==> src/rtl/lcdt_pkg.sv <==
package lcdt_pkg;
    localparam int DEF_PORCH_W = 8;
    localparam int DEF_SIZE_W  = 11;
    localparam int DEF_DIV_W   = 8;
    localparam int N_POL       = 3;

    typedef enum logic [1:0] {
        PH_SYNC   = 2'd0,
        PH_BACK   = 2'd1,
        PH_ACTIVE = 2'd2,
        PH_FRONT  = 2'd3
    } phase_t;

    typedef enum logic {
        ST_IDLE = 1'b0,
        ST_RUN  = 1'b1
    } ctl_state_t;
endpackage

==> src/rtl/lcdt_clkdiv.sv <==
module lcdt_clkdiv #(
    parameter int DIV_W = 8
) (
    input  logic             clk,
    input  logic             rst_n,
    input  logic             clear,
    input  logic             div_on,
    input  logic [DIV_W-1:0] div_val,
    output logic             tick,
    output logic             first
);
    logic [DIV_W-1:0] cnt;

    always_comb begin
        tick  = !div_on || (cnt == div_val);
        first = (cnt == '0);
    end

    always_ff @(posedge clk or negedge rst_n) begin
        if (!rst_n) begin
            cnt <= '0;
        end else if (clear || tick) begin
            cnt <= '0;
        end else begin
            cnt <= cnt + 1'b1;
        end
    end

    // with a divide ratio above one, a tick is followed by a non-tick cycle
    a_r6_tick_spacing: assert property (@(posedge clk) disable iff (!rst_n)
        (tick && div_on && div_val != '0 && !clear) |=> (!tick || !$stable(div_val) || !div_on));
endmodule

==> src/rtl/lcdt_axis.sv <==
module lcdt_axis
    import lcdt_pkg::*;
#(
    parameter int PORCH_W = 8,
    parameter int SIZE_W  = 11
) (
    input  logic               clk,
    input  logic               rst_n,
    input  logic               clear,
    input  logic               step,
    input  logic [PORCH_W-1:0] sync_m1,
    input  logic [PORCH_W-1:0] back_m1,
    input  logic [PORCH_W-1:0] front_m1,
    input  logic [SIZE_W-1:0]  act_m1,
    output phase_t             phase,
    output logic [SIZE_W-1:0]  count,
    output logic               last
);
    localparam int EXT_W = SIZE_W - PORCH_W;

    logic [SIZE_W-1:0] limit;
    logic              phase_end;
    phase_t            phase_nxt;

    always_comb begin
        limit     = '0;
        phase_nxt = PH_SYNC;
        unique case (phase)
            PH_SYNC: begin
                limit     = {{EXT_W{1'b0}}, sync_m1};
                phase_nxt = PH_BACK;
            end
            PH_BACK: begin
                limit     = {{EXT_W{1'b0}}, back_m1};
                phase_nxt = PH_ACTIVE;
            end
            PH_ACTIVE: begin
                limit     = act_m1;
                phase_nxt = PH_FRONT;
            end
            PH_FRONT: begin
                limit     = {{EXT_W{1'b0}}, front_m1};
                phase_nxt = PH_SYNC;
            end
        endcase
        phase_end = (count == limit);
        last      = (phase == PH_FRONT) && phase_end;
    end

    always_ff @(posedge clk or negedge rst_n) begin
        if (!rst_n) begin
            phase <= PH_SYNC;
            count <= '0;
        end else if (clear) begin
            phase <= PH_SYNC;
            count <= '0;
        end else if (step) begin
            if (phase_end) begin
                phase <= phase_nxt;
                count <= '0;
            end else begin
                count <= count + 1'b1;
            end
        end
    end

    // the counter never runs past the length of its phase
    a_r3_count_bound: assert property (@(posedge clk) disable iff (!rst_n)
        count <= limit);

    // the back porch is always followed by the active phase
    a_r3_back_then_active: assert property (@(posedge clk) disable iff (!rst_n)
        (step && !clear && phase_end && phase == PH_BACK) |=> (phase == PH_ACTIVE));

    // the front porch wraps to the sync phase at count zero
    a_r4_front_wraps: assert property (@(posedge clk) disable iff (!rst_n)
        (step && !clear && last) |=> (phase == PH_SYNC && count == '0));
endmodule

==> src/rtl/lcdt_ctrl.sv <==
module lcdt_ctrl
    import lcdt_pkg::*;
(
    input  logic clk,
    input  logic rst_n,
    input  logic video_on,
    input  logic frame_done,
    output logic run,
    output logic load_cfg
);
    ctl_state_t state;
    ctl_state_t state_nxt;

    always_comb begin
        state_nxt = state;
        unique case (state)
            ST_IDLE: if (video_on) state_nxt = ST_RUN;            // START
            ST_RUN:  if (frame_done && !video_on) state_nxt = ST_IDLE; // STOP, else WRAP
        endcase
    end

    always_ff @(posedge clk or negedge rst_n) begin
        if (!rst_n) begin
            state <= ST_IDLE;
        end else begin
            state <= state_nxt;
        end
    end

    always_comb begin
        run      = 1'b0;
        load_cfg = 1'b0;
        unique case (state)
            ST_IDLE: begin
                run      = 1'b0;
                load_cfg = 1'b1;
            end
            ST_RUN: begin
                run      = 1'b1;
                load_cfg = frame_done;
            end
        endcase
    end

    // the raster is left only at the end of a frame
    a_r10_stop_at_frame_end: assert property (@(posedge clk) disable iff (!rst_n)
        (state == ST_RUN && !frame_done) |=> (state == ST_RUN));

    // nothing starts while the enable is low
    a_r2_idle_holds: assert property (@(posedge clk) disable iff (!rst_n)
        (state == ST_IDLE && !video_on) |=> (state == ST_IDLE));
endmodule

==> src/rtl/lcd_sync_gen.sv <==
module lcd_sync_gen
    import lcdt_pkg::*;
#(
    parameter int PORCH_W = DEF_PORCH_W,
    parameter int SIZE_W  = DEF_SIZE_W,
    parameter int DIV_W   = DEF_DIV_W
) (
    input  logic               clk,
    input  logic               rst_n,
    input  logic               video_on,
    input  logic               div_on,
    input  logic [DIV_W-1:0]   div_val,
    input  logic [PORCH_W-1:0] h_sync_m1,
    input  logic [PORCH_W-1:0] h_back_m1,
    input  logic [PORCH_W-1:0] h_front_m1,
    input  logic [SIZE_W-1:0]  h_act_m1,
    input  logic [PORCH_W-1:0] v_sync_m1,
    input  logic [PORCH_W-1:0] v_back_m1,
    input  logic [PORCH_W-1:0] v_front_m1,
    input  logic [SIZE_W-1:0]  v_act_m1,
    input  logic [N_POL-1:0]   inv_sel,
    output logic               lcd_hsync,
    output logic               lcd_vsync,
    output logic               lcd_de,
    output logic [SIZE_W-1:0]  pix_x,
    output logic [SIZE_W-1:0]  pix_y,
    output logic               pix_tick,
    output logic               frame_start,
    output logic               frame_end
);
    // shadow copies of the configuration
    logic               sh_div_on;
    logic [DIV_W-1:0]   sh_div_val;
    logic [PORCH_W-1:0] sh_h_sync, sh_h_back, sh_h_front;
    logic [PORCH_W-1:0] sh_v_sync, sh_v_back, sh_v_front;
    logic [SIZE_W-1:0]  sh_h_act, sh_v_act;

    logic               run, load_cfg, frame_done;
    logic               tick, div_first;
    phase_t             h_phase, v_phase;
    logic [SIZE_W-1:0]  h_count, v_count;
    logic               h_last, v_last;
    logic [N_POL-1:0]   raw_lvl;
    logic [N_POL-1:0]   out_lvl;

    always_ff @(posedge clk or negedge rst_n) begin
        if (!rst_n) begin
            sh_div_on  <= 1'b0;
            sh_div_val <= '0;
            sh_h_sync  <= '0;
            sh_h_back  <= '0;
            sh_h_front <= '0;
            sh_h_act   <= '0;
            sh_v_sync  <= '0;
            sh_v_back  <= '0;
            sh_v_front <= '0;
            sh_v_act   <= '0;
        end else if (load_cfg) begin
            sh_div_on  <= div_on;
            sh_div_val <= div_val;
            sh_h_sync  <= h_sync_m1;
            sh_h_back  <= h_back_m1;
            sh_h_front <= h_front_m1;
            sh_h_act   <= h_act_m1;
            sh_v_sync  <= v_sync_m1;
            sh_v_back  <= v_back_m1;
            sh_v_front <= v_front_m1;
            sh_v_act   <= v_act_m1;
        end
    end

    lcdt_ctrl u_ctrl (
        .clk        (clk),
        .rst_n      (rst_n),
        .video_on   (video_on),
        .frame_done (frame_done),
        .run        (run),
        .load_cfg   (load_cfg)
    );

    lcdt_clkdiv #(.DIV_W(DIV_W)) u_div (
        .clk     (clk),
        .rst_n   (rst_n),
        .clear   (!run),
        .div_on  (sh_div_on),
        .div_val (sh_div_val),
        .tick    (tick),
        .first   (div_first)
    );

    lcdt_axis #(.PORCH_W(PORCH_W), .SIZE_W(SIZE_W)) u_h (
        .clk      (clk),
        .rst_n    (rst_n),
        .clear    (!run),
        .step     (run && tick),
        .sync_m1  (sh_h_sync),
        .back_m1  (sh_h_back),
        .front_m1 (sh_h_front),
        .act_m1   (sh_h_act),
        .phase    (h_phase),
        .count    (h_count),
        .last     (h_last)
    );

    lcdt_axis #(.PORCH_W(PORCH_W), .SIZE_W(SIZE_W)) u_v (
        .clk      (clk),
        .rst_n    (rst_n),
        .clear    (!run),
        .step     (run && tick && h_last),
        .sync_m1  (sh_v_sync),
        .back_m1  (sh_v_back),
        .front_m1 (sh_v_front),
        .act_m1   (sh_v_act),
        .phase    (v_phase),
        .count    (v_count),
        .last     (v_last)
    );

    always_comb begin
        frame_done  = run && tick && h_last && v_last;
        raw_lvl[0]  = run && (h_phase == PH_SYNC);
        raw_lvl[1]  = run && (v_phase == PH_SYNC);
        raw_lvl[2]  = run && (h_phase == PH_ACTIVE) && (v_phase == PH_ACTIVE);
        pix_x       = (run && h_phase == PH_ACTIVE) ? h_count : '0;
        pix_y       = (run && v_phase == PH_ACTIVE) ? v_count : '0;
        pix_tick    = run && tick;
        frame_start = run && div_first && (h_phase == PH_SYNC) && (h_count == '0)
                      && (v_phase == PH_SYNC) && (v_count == '0);
        frame_end   = frame_done;
    end

    // per-signal output inversion
    for (genvar gi = 0; gi < N_POL; gi++) begin : g_pol
        assign out_lvl[gi] = raw_lvl[gi] ^ inv_sel[gi];
    end

    assign lcd_hsync = out_lvl[0];
    assign lcd_vsync = out_lvl[1];
    assign lcd_de    = out_lvl[2];

    // data enable never coincides with either sync pulse
    a_r5_de_outside_sync: assert property (@(posedge clk) disable iff (!rst_n)
        raw_lvl[2] |-> (!raw_lvl[0] && !raw_lvl[1]));

    // frame start lasts one clock
    a_r8_start_single: assert property (@(posedge clk) disable iff (!rst_n)
        frame_start |=> !frame_start);

    // a frame end is followed by a new frame start or by idle
    a_r9_end_then_start: assert property (@(posedge clk) disable iff (!rst_n)
        frame_end |=> (frame_start || !run));

    // idle keeps every raw output quiet
    a_r2_idle_quiet: assert property (@(posedge clk) disable iff (!rst_n)
        !run |-> (raw_lvl == '0 && !frame_start && !pix_tick));
endmodule

==> config.mk <==
export PLATFORM = sky130hd
export DESIGN_NAME = lcd_sync_gen
export DESIGN_NICKNAME = d
export VERILOG_FILES = /design/src/rtl/lcdt_pkg.sv /design/src/rtl/lcdt_clkdiv.sv /design/src/rtl/lcdt_axis.sv /design/src/rtl/lcdt_ctrl.sv /design/src/rtl/lcd_sync_gen.sv
export SDC_FILE = /design/constraint.sdc
export NUM_CORES = 1
export LEC_CHECK = 0
export ABC_AREA = 1
export BUFFER_PORTS_ARGS = -buffer_cell sky130_fd_sc_hd__buf_2
export CORE_AREA = 2 2 102 113
export DETAILED_ROUTE_END_ITERATION = 8
export DIE_AREA = 0 0 104 115
export PLACE_DENSITY = 0.81
export SYNTH_ARGS = -nofsm -noshare
export SYNTH_HDL_FRONTEND = slang
export SYNTH_HIERARCHICAL = 1
export SYNTH_SLANG_ARGS = --single-unit
==> constraint.sdc <==
create_clock -name clk -period 7.91 [get_ports clk]
set_clock_uncertainty 0.15 [all_clocks]
set_input_delay 1.1865 -clock clk [delete_from_list [all_inputs] [get_ports clk]]
set_output_delay 1.1865 -clock clk [all_outputs]
set_load 0.03 [all_outputs]
== Yosys cells after proc, flatten, opt, wreduce, memory -nomap -nowiden ==
Cells that the tools add are included.

* Flip-flop bits (word level): 114
* Output and inout port bits: 28

* Add/subtract/negate cells: 3
* Equality and inequality tests: 13
* Mux-type cells: 24
* Bitwise gates (word level): 4
* Reduce and logical (&&, ||, !) cells: 28

{| class="wikitable"
|+ Operators by type and width
! kind !! count
|-
| $mux W11 || 8
|-
| $pmux W11 S4 || 2
|-
| $add A11 B1 Y11 const B || 2
|-
| $eq A11 B11 Y1 || 2
|-
| $logic_not A11 Y1 || 2
|-
| $logic_and A1 B1 Y1 || 16
|-
| $pmux W2 S4 || 2
|-
| $mux W2 || 6
|-
| $add A8 B1 Y8 const B || 1
|-
| $eq A2 B2 Y1 const B || 4
|-
| $eq A8 B8 Y1 || 1
|-
| $logic_not A8 Y1 || 1
|-
| $mux W8 || 1
|-
| $ne A2 B1 Y1 const B || 3
|-
| $pmux W1 S2 || 3
|-
| $eq A2 B1 Y1 const B || 2
|-
| $logic_not A2 Y1 || 2
|-
| $reduce_and A2 Y1 || 2
|-
| $logic_not A1 Y1 || 3
|-
| $xor A1 B1 Y1 || 3
|-
| $logic_or A1 B1 Y1 || 2
|-
| $mux W1 || 2
|-
| $ne A2 B2 Y1 const B || 1
|-
| $not A1 Y1 || 1
|}

== Depth between registers and ports, before layout ==
Gate-level depths: netlist of run 1.

* Depth after elaboration: 9
* Gate-level depth with buffers: 27
* Mapped depth without buffers: 25

== Cells and area by module ==
Netlist of run 1, hierarchy kept.

{| class="wikitable"
|+ Modules (own cells, without submodules)
! module !! times used !! cells an instance !! area an instance (um2)
|-
| lcd_sync_gen || 1 || 259 || 3,331.9
|-
| lcdt_axis || 2 || 203 || 1,212.4
|-
| lcdt_clkdiv || 1 || 74 || 541.8
|-
| lcdt_ctrl || 1 || 5 || 45.0
|}

== Least setup slack after synthesis of run 1 ==
OpenSTA, ideal clock, no wires.

* Path type: flip-flop to output port
* From: register u_h.phase[0]
* To: output port frame_end
* Data arrival time: 2.464 ns
* Data required time: 6.574 ns
* Setup slack: 4.110 ns
* Stages on the path, launching flop included: 15
* Path buffers: 1
* Cells stage by stage: dfrtp_1 inv_1 ha_1 inv_1 buf_2 or2_1 nand3_1 nand2_1 nor2_1 nand3_1 nor2_1 inv_1 nor2_1 inv_1 nor3b_1

* Cells in the longest elaborated chain, start to end: 6
* Elaborated cells on any way between the ends: 9
* Those cells by class: eq/ne (4); mux (1); reduce/logical (4)

{| class="wikitable"
|+ Ends and longest elaborated chain
! element !! RTL line !! source
|-
| start: declaration || lcdt_axis.sv:15 || <nowiki>output phase_t phase,</nowiki>
|-
| start signal: assignment || lcdt_axis.sv:59 || <nowiki>phase <= phase_nxt;</nowiki>
|-
| $eq A2 B2 Y1, or another cell as far along || lcdt_axis.sv:28, lcdt_axis.sv:47 ||
|-
| $pmux W11 S4 || lcdt_axis.sv:28 || <nowiki>unique case (phase)</nowiki>
|-
| $eq A11 B11 Y1 || lcdt_axis.sv:46 || <nowiki>phase_end = (count == limit);</nowiki>
|-
| $logic_and A1 B1 Y1 (*) || lcdt_axis.sv:47 || <nowiki>last = (phase == PH_FRONT) && phase_end;</nowiki>
|-
| named net h_last || lcd_sync_gen.sv:42 || <nowiki>logic h_last, v_last;</nowiki>
|-
| $logic_and A1 B1 Y1 (*) (2 in series) || lcd_sync_gen.sv:120 || <nowiki>frame_done = run && tick && h_last && v_last;</nowiki>
|-
| end: declaration || lcd_sync_gen.sv:29 || <nowiki>output logic frame_end</nowiki>
|}

The timed path passes the listed nets; every way through them passes the cells marked *.

== Worst setup path in the final report of run 1 ==
Same ends and word-level chain as after synthesis.

==> flow_metrics.tcl, run 1 <==
set metrics [dict create \
    result_of_the_run "complete, no violations" \
    timing.critical_path.to_type "primary output" \
    placement_rows 40 \
    timing.final.crit_share_pct 57.2 \
    synth_warnings 6 \
    synthMuxAreaShare_pct 14.6 \
    grt_start_max_net_pins 81 \
    initial_core_utilization_pct 58.7 \
    remaining_drc_errors 0 \
    critical_path_peak_fanout 11 \
    ctsResizeCount 0 \
    areaGrowthSynthToFinish_pct 18.4 \
    rsz0062_at_grt "no" \
    design.die.area_um2 12000 \
    cts_max_path_buffers 2 \
    cts-hold-fix-buffers 0 \
    timing.final.hold_violations 0 \
    post_syn_area_um2 6340 \
    cts.repair_timing.setup_buffer_count 0 \
    tritoncts "yes" \
    total_leakage_power_nw 3.63 \
    floorplan.die.height_um 115 \
    critical_path_required_ns 6.57 \
    half_perimeter_wire_length_after_detailed_placement_um 9710 \
    clk_root_buffer_cell "clkbuf_16" \
    fin_setup_tns_ns 0 \
    synth_adder_area_share_pct 2.37 \
    buffer_ports.inserted 112 \
    synth-simple-area-share_pct 24.9 \
    syn_area_per_cell_um2 8.53 \
    worst_pin_slew_ns 1.08 \
    drt_wirelength_um 13900 \
    number_of_nets_in_the_layout 950 \
    grt_pass1_wl_um 23500 \
    setup_viol_count_final 0 \
    post-synth-top-count-cell "nand2_1" \
    cap_violations 0 \
    postLayoutCellArea_um2 7510 \
    insertion_delay_ns 0.42 \
    netlist_top_cells_area "dfrtp_1, mux2_2, nand2_1" \
    overflow 0 \
    ys_types 30 \
    worst_ir_drop_vdd_v 0.000175 \
    synth-async-reset-ratio_pct 100 \
    p_total_mw 1.84 \
    ant_nets 0 \
    drt_iter0_markers 303 \
    avgRoutedWirePerCell_um 13.7 \
    first_global_vias 5049 \
    worstPathArrival_ns 3.19 \
    timing.setup.critical_path_class "reg -> out" \
    global_route.usage.total_pct 25.0 \
    slew_headroom_pct 27.7 \
    die_x_um 104 \
    drt_first_pass_iters 4 \
    gp_congestion 0.875 \
    min-delay-path-class "reg -> reg" \
    io_pins 113 \
    synth_top_area_share_pct 45.0 \
    clock_sink_count 114 \
    number_of_max_slew_violations_in_the_final_report 0 \
    yosys.area.top_type "dfrtp_1" \
    htree_num_levels 4 \
    synthesis.instances 744 \
    via_count 5157 \
    avgViaCountPerCell 5.10 \
    cts_buffers 17 \
    synthXorXnorAreaFrac_pct 3.45 \
    grt_antenna_before_repair 0 \
    combinational_family_with_the_most_area_after_synthesis "simple AND/OR/NAND/NOR gates" \
    synth.ff_latch_count 114 \
    clkTransAtPathRegs_ns 0.05 \
    seq_area_frac_synth_pct 45.0 \
    maxClockFrequency_ghz 0.221 \
    power_density_nw_per_um2 244 \
    synth_compound_area_share_pct 2.01 \
    synth_flop_cell "dfrtp_1" \
    synth_edf_count 0 \
    design.core.area_um2 10800 \
    post_dp_cell_area_um2 6970 \
    start_kind "register" \
    syn_nets 841 \
    drive_above_1_share_pct 27.1 \
    num_antenna_cells 0 \
    final.min_clock_period_ns 4.53 \
    post_synth_most_frequent_cells "nand2_1, dfrtp_1, nor2_1, inv_1, mux2_2" \
]
[report_power, final]
part	switching, mW	total, mW	internal, mW
clock network	0.248	0.705	0.457
logic	0.232	0.405	0.173
registers	0.0682	0.726	0.658
[worst paths after layout]
kind	slack, ns	from	end	cells after the start
worst max-delay path	3.38	u_h/phase[0]	frame_end	14
worst min-delay path	0.35	sh_h_sync[5]	sh_h_sync[5]	1
worst max register to register	3.76	u_h/phase[0]	sh_h_act[9]	16
worst min register to register	0.35	sh_h_sync[5]	sh_h_sync[5]	1
max in group asynchronous	5.73	rst_n	sh_div_on	2
min in group asynchronous	0.65	rst_n	u_v/phase[0]	1
[through the flow]
| stage | instances | worst slack [ns] | utilization [%] | hold slack, ns |
|---|---|---|---|---|
| 4_1_cts | 1011 | 3.38 | 69.5 | 0.357 |
| 3_5_place_dp | 981 | 3.79 | 64.4 | 0.345 |
| 6_report | 1011 | 3.38 | 69.5 | 0.354 |
| 3_3_place_gp | 981 | 3.80 | 64.4 | 0.340 |
| 2_1_floorplan | 744 | 4.11 | - | 0.319 |
| 5_1_grt | 1011 | 3.05 | 69.5 | 0.370 |
[cell usage in the layout, fill, tap and decap left out, types with 14 or more instances in the layout]
master,instances
clkbuf_16,17
dfrtp_1,114
nand2_1,186
inv_1,91
mux2_2,69
nand3_1,43
a21oi_1,14
xor2_1,19
buf_2,111
nor2_1,106
[cell families (layout without fill, tap and decap cells)]
kind of cell             count (synthesis)  count (layout)
AND/OR/NAND/NOR                        375             375
buffers and inverters                  116             236
flip-flops                             114             114
multiplexers                            79              79
XOR/XNOR                                25              25
AO/OA/AOI/OAI                           23              23
adder cells (fa/ha/maj)                 12              12
[area by class of cell]
type,count,area (um^2)
fill,905,3300
multi-input combinational,514,3010
sequential,114,2850
timing repair buffer,113,571
clock buffer,24,492
inverter,93,352
tap,147,184
clock inverter,6,55.1
[sequential cells by signal, summed over array words and instances, names as in the netlist]
signal,cells
sh_h_act,11
sh_v_back,8
u_h/phase,2
sh_h_sync,8
sh_div_val,8
u_v/phase,2
sh_v_front,8
u_v/count,11
u_h/count,11
sh_h_back,8
u_ctrl/state,1
sh_div_on,1
sh_v_sync,8
u_div/cnt,8
sh_v_act,11
sh_h_front,8
[per-layer routing]
layer | vias to the layer above | GRT usage [%] | part of all wire [%] | routed length, um
li1 | 2552 | - | - | -
met1 | 2428 | 30.7 | 43 | 6030
met2 | 154 | 42.3 | 49 | 6840
met3 | 23 | 6.58 | 5.3 | 741
met4 | 0 | 10.4 | 2.0 | 272
met5 | - | 0 | 0 | 0
[worst max-delay path, stage by stage, from the launching register on]
cell and delay (ns):
dfrtp_1 0.44, inv_1 0.11, ha_1 0.40, inv_1 0.25, or2_2 0.34, nand3_1 0.08, nand2_1 0.06, nor2_1 0.11
nand3_1 0.11, nor2_1 0.14, inv_1 0.09, nor2_1 0.09, inv_1 0.06, nor3b_1 0.23, buf_2 0.26
Note: power is estimated with default switching activity, not from simulation.
==> run 2: changes to the inputs <==
--- a/config.mk
+++ b/config.mk
@@ -5,12 +5,12 @@
 export SDC_FILE = /design/constraint.sdc
 export NUM_CORES = 1
 export LEC_CHECK = 0
-export ABC_AREA = 1
+export ABC_AREA = 0
 export BUFFER_PORTS_ARGS = -buffer_cell sky130_fd_sc_hd__buf_2
-export CORE_AREA = 2 2 102 113
+export CORE_AREA = 2 2 108 120
 export DETAILED_ROUTE_END_ITERATION = 8
-export DIE_AREA = 0 0 104 115
-export PLACE_DENSITY = 0.81
+export DIE_AREA = 0 0 110 122
+export PLACE_DENSITY = 0.74
 export SYNTH_ARGS = -nofsm -noshare
 export SYNTH_HDL_FRONTEND = slang
 export SYNTH_HIERARCHICAL = 1
==> constraint.sdc (replaced) <==
create_clock -name clk -period 4.05 [get_ports clk]
set_clock_uncertainty 0.15 [all_clocks]
set_input_delay 0.6075 -clock clk [delete_from_list [all_inputs] [get_ports clk]]
set_output_delay 0.6075 -clock clk [all_outputs]
set_load 0.03 [all_outputs]
==> flow_metrics.tcl, run 2 <==
set metrics [dict create \
    seq_area_frac_synth_pct 46.7 \
    setup_viol_count_final 0 \
    timing.final.crit_share_pct 96.8 \
    worst_ir_drop_vdd_v 0.000300 \
    design.die.area_um2 13400 \
    grt_start_max_net_pins 115 \
    gp_congestion 0.858 \
    slew_headroom_pct 41.7 \
    placement_rows 43 \
    cp.depth 11 \
    layout.cells.most_common_list "dfrtp_1, buf_2, mux2_2" \
    critical_path_required_ns 3.29 \
    timing.critical_path.to "frame_end" \
    critPathMaxStageDelay_ns 0.45 \
    maxClockFrequency_ghz 0.255 \
    min-delay-path-class "in -> async" \
    layout_commonest_cell "dfrtp_1" \
    post_dp_cell_area_um2 6770 \
    timing.critical_path.mode_cell "and2_1" \
    worstPathBufferInverterCount 2 \
    buffer_ports.inserted 112 \
    final_cell_count_no_fill 801 \
    crit-reg2reg-capture "sh_v_act[8]" \
    syn_nets 613 \
    cts_buffers 17 \
    register_to_register_setup_slack_ns 0.30 \
    critical_path.slowest_cell "dfrtp_2" \
    path_delay_family "simple AND/OR/NAND/NOR gates" \
    die_x_um 110 \
    drt_wirelength_um 14100 \
    r2r_start "u_h/phase[0]" \
    critical_path_peak_fanout 12 \
    timing.final.hold_violations 0 \
    synth_edf_count 0 \
    drive_above_1_share_pct 39.6 \
    result_of_the_run "complete, no violations" \
    half_perimeter_wire_length_after_detailed_placement_um 9890 \
    insertion_delay_ns 0.41 \
    power_density_nw_per_um2 486 \
    grt_antenna_before_repair 0 \
    p_total_mw 3.62 \
    reg2reg_depth 13 \
    cts_max_path_buffers 2 \
    number_of_max_slew_violations_in_the_final_report 0 \
    post_synth_most_frequent_cells "dfrtp_1, mux2_2, inv_1, and2_1, xor2_1" \
    worstPathArrival_ns 3.16 \
    yosys.area.top_type "dfrtp_1" \
    list_of_cells_traversed_by_the_critical_path "inv_2 -> ha_4 -> a222oi_1 -> mux2i_1 -> xnor2_1 -> nand4_2 -> nor3_4 -> and2_1 -> and3_1 -> and2_1 -> clkbuf_4" \
    synth-async-reset-ratio_pct 100 \
    global_route.usage.total_pct 21.6 \
    ant_nets 0 \
    post_syn_area_um2 6110 \
    synth_top_area_share_pct 46.7 \
    tritoncts "yes" \
    synth_flop_cell "dfrtp_1" \
    syn_area_per_cell_um2 11.8 \
    number_of_nets_in_the_layout 728 \
    clk_root_buffer_cell "clkbuf_16" \
    first_global_vias 4459 \
    via_count 4549 \
    synth.ff_latch_count 114 \
    cap_violations 0 \
    drt_iter0_markers 266 \
    drt_first_pass_iters 5 \
    initial_core_utilization_pct 49.6 \
    ys_types 49 \
    floorplan.die.height_um 122 \
    timing.critical_path.to_type "primary output" \
    grt_pass1_wl_um 22000 \
    areaGrowthSynthToFinish_pct 22.1 \
    io_pins 113 \
    design.core.area_um2 12300 \
    avgRoutedWirePerCell_um 17.6 \
    synth_warnings 6 \
    timing.setup.critical_path_class "reg -> out" \
    timing.hold.ws_ns 0.129 \
    netlist_top_cells_area "dfrtp_1, mux2_2, xor2_1" \
    overflow 0 \
    clock_sink_count 114 \
    synthesis.instances 516 \
    clkTransAtPathRegs_ns 0.05 \
    worst_pin_slew_ns 0.872 \
    avgViaCountPerCell 5.68 \
    num_antenna_cells 0 \
    post-synth-top-count-cell "dfrtp_1" \
    postLayoutCellArea_um2 7460 \
    final.min_clock_period_ns 3.92 \
    placed_cells_incl_taps 763 \
    total_leakage_power_nw 3.46 \
    htree_num_levels 4 \
    worst_setup_startpoint "u_h/phase[0]" \
    start_kind "register" \
    remaining_drc_errors 0 \
]
## run 2: changes by cell type in the layout (fill, tap and decap cells not counted), sizes merged, moves of 9 or more
cell,previous run,this run
a21oi,14,2
a222oi,0,16
and2,0,26
and3,0,9
buf,113,122
inv,91,28
mux2i,0,16
nand2,191,14
nand3,44,15
nor2,108,12
nor3,3,22
or2,16,0
xnor2,6,24
## run 2: worst min path at each step
| stage | depth (start not counted) | slack, ns | to |
|---|---|---|---|
| detailed placement | 1 | 0.35 | sh_v_sync[5] |
| finish | 2 | 0.13 | sh_v_sync[1] |
| floorplan | 0 | 0.16 | sh_div_on |
| CTS | 2 | 0.16 | sh_v_sync[1] |
| global placement | 1 | 0.34 | sh_h_act[0] |
| global route | 2 | 0.18 | sh_v_sync[1] |
## run 2: worst reg2reg max path, cell delays in order, from the launching register on
cell and delay, ns:
dfrtp_2 0.45, inv_2 0.10, ha_4 0.22, a222oi_1 0.43
mux2i_1 0.17, xnor2_1 0.31, nand4_2 0.18, nor3_4 0.19
and2_1 0.15, and3_1 0.20, and2_1 0.16, nand2b_4 0.25
buf_12 0.26, mux2_2 0.41
## run 2: where the power goes
part           total (mW)  internal [mW]  switching [mW]
clock network        1.46          0.957           0.500
logic               0.739          0.359           0.380
registers            1.43           1.28           0.143
total                3.62           2.60            1.02
## run 2: layout make-up
cell class,instances,area [um^2]
repair buffers,123,686
fillers,957,4860
clock inverters,12,140
multi-input cells,347,3040
flip-flops and latches,114,2860
well taps,157,196
clock buffers,20,437
inverters,28,105
## run 2: timing repair
item                                    in CTS  in global routing
pin swaps                                    3                 11
resized for setup                            4                 11
endpoints found under the setup margin      22                 44
buffers inserted                             1                  5
hold buffers                                 0                  0
## run 2: layer usage
layer,vias to the layer above,track usage (%),share of wire (%)
li1,2092,-,-
met1,2250,27.0,41
met2,170,34.8,50
met3,37,6.10,6.6
met4,0,9.26,2.7
met5,-,0,0
## run 2: kinds of logic (layout without fill, tap and decap cells)
logic type	after synthesis	in the layout	share of synthesized area [%]
AOI/OAI and AO/OA	48	48	6.49
xor gates and xnor gates	50	50	7.17
adders and majority gates	12	12	2.46
buffers and inverters	55	183	4.49
DFF	114	114	46.7
muxes	97	97	18.2
and+or+nand+nor	140	140	14.5
## run 2: metrics by stage
step                      TNS [ns]  util (%)  worst slack [ns]
after floorplan                  0         -             0.466
after global placement           0      55.0            0.0974
after detailed placement         0      55.0            0.0111
after CTS                        0      59.8            0.0156
after global routing       -0.0411      60.5           -0.0411
final                            0      60.5             0.130
